### src/rtl/pf_pkg.sv
package pf_pkg;
  typedef enum logic [1:0] {
    ACC_READ  = 2'd0,
    ACC_WRITE = 2'd1,
    ACC_FETCH = 2'd2,
    ACC_ALTRD = 2'd3
  } acc_kind_e;

  typedef struct packed {
    logic present;
    logic rw;
    logic us;
    logic nx;
    logic rsvd;
  } pte_flags_t;

  typedef struct packed {
    logic absent;
    logic ro_write;
    logic sup_page;
    logic no_exec;
    logic rsvd_hit;
    logic key_viol;
    logic rmp_viol;
  } pf_cause_t;

  localparam int EB_P    = 0;
  localparam int EB_WR   = 1;
  localparam int EB_US   = 2;
  localparam int EB_RSV  = 3;
  localparam int EB_ID   = 4;
  localparam int EB_PK   = 5;
  localparam int EB_SS   = 6;
  localparam int EB_RMP  = 31;
  localparam logic [1:0] USER_CPL = 2'd3;
endpackage

### src/rtl/pf_cause_eval.sv
module pf_cause_eval
  import pf_pkg::*;
(
  input  logic [1:0]  kind,
  input  logic [1:0]  cpl,
  input  logic        hit,
  input  logic        walk_ok,
  input  pte_flags_t  flags,
  input  logic        en_pse,
  input  logic        en_pae,
  input  logic        en_nxe,
  input  logic        pkey_fail,
  input  logic        rmp_fail,
  output pf_cause_t   cause,
  output logic        fault
);
  logic entry_here;
  logic is_user;
  logic is_write;
  logic is_fetch;

  always_comb begin
    entry_here = hit ? flags.present : (walk_ok && flags.present);
    is_user    = (cpl == USER_CPL);
    is_write   = (kind == ACC_WRITE);
    is_fetch   = (kind == ACC_FETCH);

    cause          = '0;
    cause.absent   = !entry_here;
    if (entry_here) begin
      cause.ro_write = is_write && !flags.rw;
      cause.sup_page = is_user && !flags.us;
      cause.no_exec  = is_fetch && flags.nx && en_nxe;
      cause.rsvd_hit = flags.rsvd && (en_pse || en_pae);
      cause.key_viol = pkey_fail && is_user && !is_fetch;
      cause.rmp_viol = rmp_fail;
    end
    fault = |cause;
  end
endmodule

### src/rtl/pf_code_pack.sv
module pf_code_pack
  import pf_pkg::*;
#(
  parameter int EC_W = 32
) (
  input  pf_cause_t        cause,
  input  logic             fault,
  input  logic [1:0]       kind,
  input  logic [1:0]       cpl,
  input  logic             shstk,
  input  logic             en_cet,
  output logic [EC_W-1:0]  code
);
  logic [EC_W-1:0] raw;

  generate
    for (genvar b = 0; b < EC_W; b++) begin : g_bit
      if (b == EB_P) begin : g_p
        assign raw[b] = !cause.absent;
      end else if (b == EB_WR) begin : g_wr
        assign raw[b] = (kind == ACC_WRITE);
      end else if (b == EB_US) begin : g_us
        assign raw[b] = (cpl == USER_CPL);
      end else if (b == EB_RSV) begin : g_rsv
        assign raw[b] = cause.rsvd_hit;
      end else if (b == EB_ID) begin : g_id
        assign raw[b] = (kind == ACC_FETCH);
      end else if (b == EB_PK) begin : g_pk
        assign raw[b] = cause.key_viol;
      end else if (b == EB_SS) begin : g_ss
        assign raw[b] = shstk && en_cet;
      end else if (b == EB_RMP) begin : g_rmp
        assign raw[b] = cause.rmp_viol;
      end else begin : g_zero
        assign raw[b] = 1'b0;
      end
    end
  endgenerate

  assign code = fault ? raw : '0;
endmodule

### src/rtl/pf_report_stage.sv
module pf_report_stage #(
  parameter int VA_W  = 64,
  parameter int PA_W  = 52,
  parameter int EC_W  = 32,
  parameter int VEC_W = 8,
  parameter int VEC_PF = 14
) (
  input  logic              clk,
  input  logic              rst_n,
  input  logic              in_valid,
  output logic              in_ready,
  input  logic              in_fault,
  input  logic [EC_W-1:0]   in_code,
  input  logic [PA_W-1:0]   in_paddr,
  input  logic [VA_W-1:0]   in_vaddr,
  output logic              out_valid,
  input  logic              out_ready,
  output logic              out_fault,
  output logic [VEC_W-1:0]  out_vector,
  output logic [EC_W-1:0]   out_errcode,
  output logic [PA_W-1:0]   out_paddr,
  output logic              xlat_valid,
  output logic              fault_pulse,
  output logic [VA_W-1:0]   cr2
);
  localparam logic [VEC_W-1:0] VEC_CODE = VEC_W'(VEC_PF);
  logic take;

  assign in_ready = !out_valid || out_ready;
  assign take     = in_valid && in_ready;

  always_ff @(posedge clk or negedge rst_n) begin
    if (!rst_n) begin
      out_valid   <= 1'b0;
      out_fault   <= 1'b0;
      out_vector  <= '0;
      out_errcode <= '0;
      out_paddr   <= '0;
      xlat_valid  <= 1'b0;
      fault_pulse <= 1'b0;
      cr2         <= '0;
    end else begin
      fault_pulse <= take && in_fault;
      if (take) begin
        out_valid   <= 1'b1;
        out_fault   <= in_fault;
        out_vector  <= in_fault ? VEC_CODE : '0;
        out_errcode <= in_code;
        out_paddr   <= in_fault ? '0 : in_paddr;
        xlat_valid  <= !in_fault;
        if (in_fault) cr2 <= in_vaddr;
      end else if (out_ready) begin
        out_valid  <= 1'b0;
        xlat_valid <= 1'b0;
      end
    end
  end
endmodule

### src/rtl/pf_fault_unit.sv
module pf_fault_unit
  import pf_pkg::*;
#(
  parameter int VA_W      = 64,
  parameter int PA_W      = 52,
  parameter int PAGE_BITS = 12,
  parameter int EC_W      = 32,
  parameter int VEC_W     = 8,
  parameter int VEC_PF    = 14,
  localparam int PFN_W    = PA_W - PAGE_BITS
) (
  input  logic              clk,
  input  logic              rst_n,
  input  logic              req_valid,
  output logic              req_ready,
  input  logic [VA_W-1:0]   req_vaddr,
  input  logic [1:0]        req_kind,
  input  logic [1:0]        req_cpl,
  input  logic              req_shstk,
  input  logic              tlb_hit,
  input  logic              walk_ok,
  input  logic              pte_present,
  input  logic              pte_rw,
  input  logic              pte_us,
  input  logic              pte_nx,
  input  logic              pte_rsvd,
  input  logic [PFN_W-1:0]  pte_pfn,
  input  logic              en_pse,
  input  logic              en_pae,
  input  logic              en_nxe,
  input  logic              en_cet,
  input  logic              pkey_fail,
  input  logic              rmp_fail,
  output logic              out_valid,
  input  logic              out_ready,
  output logic              out_fault,
  output logic [VEC_W-1:0]  out_vector,
  output logic [EC_W-1:0]   out_errcode,
  output logic [PA_W-1:0]   out_paddr,
  output logic              xlat_valid,
  output logic              fault_pulse,
  output logic [VA_W-1:0]   cr2
);
  pte_flags_t      flags;
  pf_cause_t       cause;
  logic            fault;
  logic [EC_W-1:0] code;
  logic [PA_W-1:0] paddr;

  assign flags = '{present: pte_present, rw: pte_rw, us: pte_us,
                   nx: pte_nx, rsvd: pte_rsvd};
  assign paddr = {pte_pfn, req_vaddr[PAGE_BITS-1:0]};

  pf_cause_eval u_cause (
    .kind      (req_kind),
    .cpl       (req_cpl),
    .hit       (tlb_hit),
    .walk_ok   (walk_ok),
    .flags     (flags),
    .en_pse    (en_pse),
    .en_pae    (en_pae),
    .en_nxe    (en_nxe),
    .pkey_fail (pkey_fail),
    .rmp_fail  (rmp_fail),
    .cause     (cause),
    .fault     (fault)
  );

  pf_code_pack #(.EC_W(EC_W)) u_code (
    .cause  (cause),
    .fault  (fault),
    .kind   (req_kind),
    .cpl    (req_cpl),
    .shstk  (req_shstk),
    .en_cet (en_cet),
    .code   (code)
  );

  pf_report_stage #(
    .VA_W(VA_W), .PA_W(PA_W), .EC_W(EC_W), .VEC_W(VEC_W), .VEC_PF(VEC_PF)
  ) u_report (
    .clk         (clk),
    .rst_n       (rst_n),
    .in_valid    (req_valid),
    .in_ready    (req_ready),
    .in_fault    (fault),
    .in_code     (code),
    .in_paddr    (paddr),
    .in_vaddr    (req_vaddr),
    .out_valid   (out_valid),
    .out_ready   (out_ready),
    .out_fault   (out_fault),
    .out_vector  (out_vector),
    .out_errcode (out_errcode),
    .out_paddr   (out_paddr),
    .xlat_valid  (xlat_valid),
    .fault_pulse (fault_pulse),
    .cr2         (cr2)
  );
endmodule

### config.mk
export PLATFORM = sky130hd
export DESIGN_NAME = pf_fault_unit
export DESIGN_NICKNAME = d
export VERILOG_FILES = /design/src/rtl/pf_pkg.sv /design/src/rtl/pf_cause_eval.sv /design/src/rtl/pf_code_pack.sv /design/src/rtl/pf_report_stage.sv /design/src/rtl/pf_fault_unit.sv
export SDC_FILE = /design/constraint.sdc
export NUM_CORES = 1
export LEC_CHECK = 0
export ABC_AREA = 1
export CAP_MARGIN = 0
export CORE_UTILIZATION = 30
export CTS_BUF_LIST = sky130_fd_sc_hd__clkbuf_2 sky130_fd_sc_hd__clkbuf_4 sky130_fd_sc_hd__clkbuf_8
export DETAILED_ROUTE_END_ITERATION = 10
export DONT_BUFFER_PORTS = 1
export GPL_TIMING_DRIVEN = 0
export SLEW_MARGIN = 20
export SYNTH_ARGS = -nofsm -noshare
export SYNTH_HDL_FRONTEND = slang
export SYNTH_SLANG_ARGS = --single-unit
### constraint.sdc
create_clock -name clk -period 3.9 [get_ports clk]
set_input_delay 0.585 -clock clk [delete_from_list [all_inputs] [get_ports clk]]
set_output_delay 0.585 -clock clk [all_outputs]
set_load 0.05 [all_outputs]
==> summary.md, run 1 <==
| Metric | Value |
|---|---|
| Switching power | `approximately 1.5 mW` |
| Switching Share | `0.4141` |
| Worst-path cell chain | `nand2_1 -> nand2_1 -> inv_2 -> buf_2 -> clkbuf_1 -> nand3_1 -> nand2_1` |
| Crit Path Category | `flip-flop to flip-flop` |
| Final WS setup | `1.252 ns` |
| Antenna Cells | `0` |
| Cells after Synth | `620` |
| H-tree level count | `4` |
| WP data required | `4.27 ns` |
| Crit-path slowest cell | `dfrtp_1` |
| Grt total ovfl | `0` |
| FF/Latch Area | `~3200 um^2` |
| TritonCTS clock tree | `done` |
| Clock Pin Slew Worst Setup and Hold Paths | `about 0.070 ns` |
| Initial antenna violation count | `0` |
| Site Rows | `49` |
| Peak fanout along the critical path | `10` |
| DP Wirelength | `approximately 11,000 um` |
| Total power | `3.739 mW` |
| First-pass GRT wire length | `approximately 23,000 um` |
| Nets | `around 790` |
| Clock root buffer | `clkbuf_8` |
| Setup violators final | `0` |
| Vias in the first global route | `about 4,000` |
| Post-CTS Resized | `0` |
| Largest family of logic cells by synthesized area | `simple AND/OR/NAND/NOR gates` |
| XOR/XNOR Fraction of Synth Area | `0` |
| Placed insts | `approximately 880` |
| Setup crit end kind | `flip-flop` |
| Worst setup SP type | `flip-flop` |
| Relative slew margins | `0.4130` |
| Top-Level Pins | `~290` |
| Clock power share | `0.291` |
| Drt via density | `~4.6` |
| Fillers | `~1,900` |
| DR WL/cell | `17.05 um` |
| Fraction of power consumed by sequential logic | `0.587` |
| Post-layout min period | `2.648 ns` |
| Num CTS Buffers | `17` |
| Worst hold path type | `input pin to asynchronous set/reset pin` |
| Die width | `~140 um` |
| Routed wire length | `between 15,000 and 20,000 um` |
| Yosys cell types | `20` |
| Final Max Tran Viols | `0` |
| Leak | `about 3.4 nW` |
| Maxcap violations | `0` |
| Layout Cells excl Fill | `907` |
| Initial core utilization | `0.3054` |
| R2R Setup Slk | `1.25 ns` |
| Crit. Startpoint | `u_report.out_valid` |
| GRT Resource Usage Total | `0.1651` |
| Worst Skew | `approximately 0.011 ns` |
| Maximum vdd ir drop | `0.0002332 V` |
| Synth Cell Area | `about 5500 um^2` |
| Vert. Die Dim | `between 100 and 150 um` |
| Tightest Pin Transition | `~0.88 ns` |
| Fmax | `roughly 380 MHz` |
| TritonCTS Sinks | `128` |
| Routed Antenna Nets | `0` |
| Clock Latency Late Sink | `~0.44 ns` |
| GPL Wtd Cong | `0.7316` |
| Worst Path Arrival | `between 3 and 4 ns` |
| Setup TNS | `0 ns` |
| Mux cell area share after synthesis | `0` |
| Maximum clock path buffer count | `2` |
| Cell area power density | `between 500 and 600 nW/um^2` |
| Worst reg2reg startpoint | `u_report.out_valid` |
| Post-route core utilization | `0.3488` |
| Post-Synth Simple-Gate Area | `0.3172` |
| Pint | `between 2 and 2.5 mW` |
| Pin count of the biggest net entering global routing | `129` |
| Share of cells above drive strength 1 | `0.1327` |
| Slowest stage delay, CP | `around 0.58 ns` |
| Number of synthesis warnings | `0` |
| Combinational power share | `0.123` |
| Drt drc | `0` |
| Vias | `4,201` |
| Compound-Gate Fraction of Synth Area | `0.005034` |
| Starting DRT DRC Count | `roughly 200` |
| Most frequent cell on the critical path | `nand2_1` |
| RSZ-0062 raised after global routing | `false` |
| Die area | `about 19,000 um^2` |
| Synthesis-to-layout area growth | `14.19%` |
| Detailed Routing Iterations Pass 1 | `4` |
| Postcts setup bufs | `0` |
| Post-Synth Adder-Cell Area | `0` |
| Core ar. | `about 18,000 um^2` |
| Port Buffers | `0` |
| Flops & latches, synth | `128` |
| Area of the multi-input gates | `1871 um^2` |
| Fin crit share | `0.6789` |
| Post-synthesis sequential area ratio | `0.5858` |
| Pre-CTS setup slack | `1.182 ns` |
| Status | `complete, no violations` |
| Mapped Avg Cell Area | `roughly 8.8 um^2` |
| Final Hold Vio Count | `0` |
[through the flow]
stage / area (um^2) / hold WS (ns)
detailed placement: 5859 / 0.2915
global placement: 5859 / 0.2915
global route: 6243 / 0.1441
finish: 6243 / 0.1251
CTS: 6243 / 0.1244
floorplan: 5573 / 0.2894
[final cells by class]
cell class                      instances  area share
Clock inverter                          8     0.01483
Timing Repair Buffer                    1    0.004409
Multi-Input combinational cell        431      0.2996
Sequential cell                       128      0.5130
Clock buffer                           21     0.04228
Inverter                               13    0.007816
Tap cell                              229     0.04589
Buffer                                 76     0.07214
[final timing paths]
path | cells after the start | to
hold / removal | 1 | u_report.out_paddr[20]
setup reg to reg | 7 | u_report.cr2[3]
min in group clk | 2 | u_report.cr2[41]
max in group asynchronous | 1 | u_report.out_errcode[5]
hold reg to reg | 2 | u_report.cr2[16]
setup / recovery | 7 | u_report.cr2[3]
[cell usage in the layout (no fill, tap or decap), types with 6 or more instances in the layout]
master and count:
buf_1 6, buf_2 18, buf_4 36, clkbuf_1 15
clkbuf_8 17, conb_1 29, dfrtp_1 128, inv_1 11
nand2_1 261, nand3_1 70, nand4_1 53, nor2_1 8
[cell usage after synthesis, drive strengths merged]
cell type,instances,area [um^2]
o31ai,1,7.510
clkbuf,15,56.30
conb,1,3.750
nor2,10,47.55
nand3b,2,15.01
inv,13,48.80
nand4,53,331.6
o21ai,4,20.01
nand2,261,979.7
dfrtp,128,3203
buf,61,394.1
nand3,71,360.3
[cells by family after synthesis]
kind of cell / after synthesis
AND/OR/NAND/NOR: 397
buffers and inverters: 89
other: 1
flip-flops: 128
AO/OA/AOI/OAI: 5
[worst max-delay path: cells and delay by family, from the launching register on]
kind / cells / cell delay, ns
buffers and inverters: 3 / 0.98
flip-flops: 1 / 0.58
AND/OR/NAND/NOR: 4 / 1.03
[flip-flops by register name (all words and copies together) (netlist names)]
| register | cells |
|---|---|
| u_report.fault_pulse | 1 |
| u_report.out_errcode | 8 |
| u_report.out_paddr | 52 |
| u_report.cr2 | 64 |
| u_report.out_vector | 1 |
| u_report.xlat_valid | 1 |
| u_report.out_valid | 1 |
[metal layers]
metal  vias up  routed length (um)  GRT usage
met1      1961                6446     0.2075
met4         0                 147    0.04945
met2       184                7235     0.2539
met3        16                1631    0.07296
li1       2040                   -          -
met5         -                   0          0
[power by group through the flow]
stage                     sequential [mW]  combinational (mW)  clock, mW
after global placement               2.22               0.428          0
after CTS                            2.20               0.466       1.13
after floorplan                      2.18               0.358          0
after detailed placement             2.22               0.438          0
final                                2.19               0.458       1.09
after global routing                 2.21               0.524       1.18
[repair_timing]
item                                   CTS  global route
hold buffers                             1             0
endpoints found under the hold margin  128             0
setup endpoints to repair                0             0
Note: power is estimated with default switching activity, not from simulation.
==> run 2: changes to the inputs <==
==> constraint.sdc (replaced) <==
create_clock -name clk -period 2.3 [get_ports clk]
set_input_delay 0.345 -clock clk [delete_from_list [all_inputs] [get_ports clk]]
set_output_delay 0.345 -clock clk [all_outputs]
set_load 0.05 [all_outputs]
==> run 2 against run 1 <==
  * The flow now finishes with violations (hold timing)
  * Sequential power grew 70%
  * Via count grew 0.21%
  * Combinational power grew 60%
  * Hold slack lost 0.52 ns
  * Largest power group unchanged
  * Highest routed layer unchanged
==> summary.md, run 2 (synthesized netlist as in run 1, its figures left out) <==
| Metric | Value |
|---|---|
| Status | `finished, violations left (was complete, no violations)` |
| Failing checks | `hold timing` |
| Total power | `6.297 mW (was 3.739 mW)` |
| Final Max Tran Viols | `0 (unchanged)` |
| Num CTS Buffers | `17 (unchanged)` |
| Largest registers | `u_report.cr2: 64 flops, u_report.out_paddr: 52 flops, u_report.out_errcode: 8 flops (unchanged)` |
| Area of the multi-input gates | `1878 um^2 (was 1871 um^2)` |
| Drt via density | `4.647 (was 4.632)` |
| Layout Cells excl Fill | `906 (was 907)` |
| Drt drc | `0 (unchanged)` |
| Die width | `137.0 um (unchanged)` |
| Routed wire length | `15,450 um (was 15,460 um)` |
| Leak | `3.425 nW (was 3.421 nW)` |
| Crit. Startpoint | `u_report.out_valid (unchanged)` |
| Crit Path Category | `flip-flop to flip-flop (unchanged)` |
| Site Rows | `49 (unchanged)` |
| Slowest stage delay, CP | `0.54 ns (was 0.58 ns)` |
| R2R Setup Slk | `0.30 ns (was 1.25 ns)` |
| Most flops, register | `u_report.cr2 (unchanged)` |
| RSZ-0062 raised after global routing | `false (unchanged)` |
| Nets | `793 (was 794)` |
| Maxcap violations | `0 (unchanged)` |
| Commonest non-fill, non-tap cell in the layout | `nand2_1 (unchanged)` |
| GRT Resource Usage Total | `0.1651 (unchanged)` |
| Core ar. | `17,900 um^2 (unchanged)` |
| Worst setup SP type | `flip-flop (unchanged)` |
| Worst-path cell chain | `nand2_4 -> nand2_1 -> inv_2 -> buf_2 -> clkbuf_2 -> nand3_1 -> nand2_1 (was nand2_1 -> nand2_1 -> inv_2 -> buf_2 -> clkbuf_1 -> nand3_1 -> nand2_1)` |
| Clock Latency Late Sink | `0.44 ns (about the same)` |
| Most frequent cells in the layout | `260 x nand2_1, 127 x dfrtp_1, 70 x nand3_1 (was 261 x nand2_1, 128 x dfrtp_1, 70 x nand3_1)` |
| Worst Skew | `0.01118 ns (was 0.01057 ns)` |
| Final Hold Vio Count | `128 (was 0)` |
| DR WL/cell | `17.05 um (about the same)` |
| Starting DRT DRC Count | `203 (was 201)` |
| Reg-to-Reg End | `u_report.cr2[3] (unchanged)` |
| FF-to-FF path depth | `7 (unchanged)` |
| Vert. Die Dim | `137.0 um (unchanged)` |
| WP data required | `2.67 ns (was 4.27 ns)` |
| Largest register FFs | `64 (unchanged)` |
| TritonCTS clock tree | `done (unchanged)` |
| CP endpoint | `u_report.cr2[3] (unchanged)` |
| Port Buffers | `0 (unchanged)` |
| Post-route core utilization | `0.3480 (was 0.3488)` |
| Antenna Cells | `0 (unchanged)` |
| Relative slew margins | `0.4428 (was 0.4130)` |
| TritonCTS Sinks | `128 (unchanged)` |
| Maximum vdd ir drop | `0.0003955 V (was 0.0002332 V)` |
| Worst Path Arrival | `2.37 ns (was 3.02 ns)` |
| Maximum clock path buffer count | `2 (unchanged)` |
| Cell area power density | `1011 nW/um^2 (was 598.9 nW/um^2)` |
| Hold WS | `-0.3986 ns (was 0.1251 ns)` |
| Worst hold path type | `input pin to asynchronous set/reset pin (unchanged)` |
| Detailed Routing Iterations Pass 1 | `4 (unchanged)` |
| Fmax | `500.8 MHz (was 377.7 MHz)` |
| FF/Latch Area | `3204 um^2 (was 3203 um^2)` |
| Setup crit end kind | `flip-flop (unchanged)` |
| Top-Level Pins | `287 (unchanged)` |
| GPL Wtd Cong | `0.7316 (unchanged)` |
| Worst reg2reg startpoint | `u_report.out_valid (unchanged)` |
| Fillers | `1,865 (was 1,869)` |
| Clock Pin Slew Worst Setup and Hold Paths | `0.07 ns (about the same)` |
| Most frequent cell on the critical path | `nand2_1 (unchanged)` |
| Die area | `18,770 um^2 (unchanged)` |
| DP Wirelength | `11,050 um (unchanged)` |
| H-tree level count | `4 (unchanged)` |
| Vias in the first global route | `4,049 (was 4,048)` |
| Tightest Pin Transition | `0.8328 ns (was 0.8772 ns)` |
| First-pass GRT wire length | `22,760 um (unchanged)` |
| Routed Antenna Nets | `0 (unchanged)` |
| Vias | `4,210 (was 4,201)` |
| Placed insts | `877 (unchanged)` |
| Initial core utilization | `0.3054 (unchanged)` |
| Share of cells above drive strength 1 | `0.1403 (was 0.1327)` |
| Synthesis-to-layout area growth | `13.94% (was 14.19%)` |
| Setup violators final | `0 (unchanged)` |
| Initial antenna violation count | `0 (unchanged)` |
| Fin crit share | `0.8682 (was 0.6789)` |
| Crit-path slowest cell | `dfrtp_2 (was dfrtp_1)` |
| Peak fanout along the critical path | `10 (unchanged)` |
| Grt total ovfl | `0 (unchanged)` |
| Pin count of the biggest net entering global routing | `129 (unchanged)` |
| Clock root buffer | `clkbuf_8 (unchanged)` |
| Post-layout min period | `1.997 ns (was 2.648 ns)` |
run 2: cell types whose count changed in the layout (fill, tap and decap cells not counted), sizes merged:
cell	change
clkbuf	+1
buf	-2
run 2: worst min-delay path by stage:
stage | slack (ns) | start | endpoint | cells after the start
after floorplan | 0.05 | rst_n | u_report.cr2[0] | 0
after global placement | 0.05 | rst_n | u_report.out_paddr[14] | 0
final | -0.40 | rst_n | u_report.out_paddr[16] | 0
after global routing | -0.44 | rst_n | u_report.out_paddr[20] | 0
after CTS | -0.44 | rst_n | u_report.out_paddr[16] | 0
after detailed placement | 0.05 | rst_n | u_report.out_paddr[16] | 0
run 2: final cells by class:
class,instances,area share
Sequential cell,128,0.5144
Clock inverter,8,0.01486
Inverter,13,0.007833
Multi-Input combinational cell,431,0.3015
Tap cell,229,0.04599
Clock buffer,21,0.04238
Buffer,76,0.07311
run 2: layer usage:
| metal | vias up | track usage | wire length [um] |
|---|---|---|---|
| met5 | - | 0 | 0 |
| met4 | 0 | 0.04945 | 142 |
| met3 | 14 | 0.07296 | 1610 |
| li1 | 2038 | - | - |
| met2 | 178 | 0.2539 | 7238 |
| met1 | 1980 | 0.2075 | 6456 |
run 2: stage by stage:
stage                     instance area (um^2)  setup slack (ns)  setup TNS [ns]  hold slack (ns)
after floorplan                           5573            0.3006               0          0.04941
after global placement                    5859           -0.4360          -22.94          0.05148
after detailed placement                  5859           -0.4177          -21.74          0.05154
after CTS                                 6226           0.01299               0          -0.4394
after global routing                      6230            0.1375               0          -0.4435
final                                     6230            0.3031               0          -0.3986
run 2: critical path: cells and delay by family, from the launching register on:
| family | cells | cell delay, ns |
|---|---|---|
| and+or+nand+nor | 4 | 0.61 |
| buffers and inverters | 3 | 0.79 |
| DFF | 1 | 0.54 |
run 2: timing repair:
item / in CTS / in global routing
setup endpoints to repair: 112 / 21
endpoints found under the hold margin: 128 / 128
resized for setup: 4 / 4
buffers inserted: 0 / 0
run 2: power by group:
part | internal (mW) | switching [mW]
Sequential | 2.51 | 1.22
Clock | 0.982 | 0.862
Combinational | 0.225 | 0.507
Total | 3.71 | 2.58
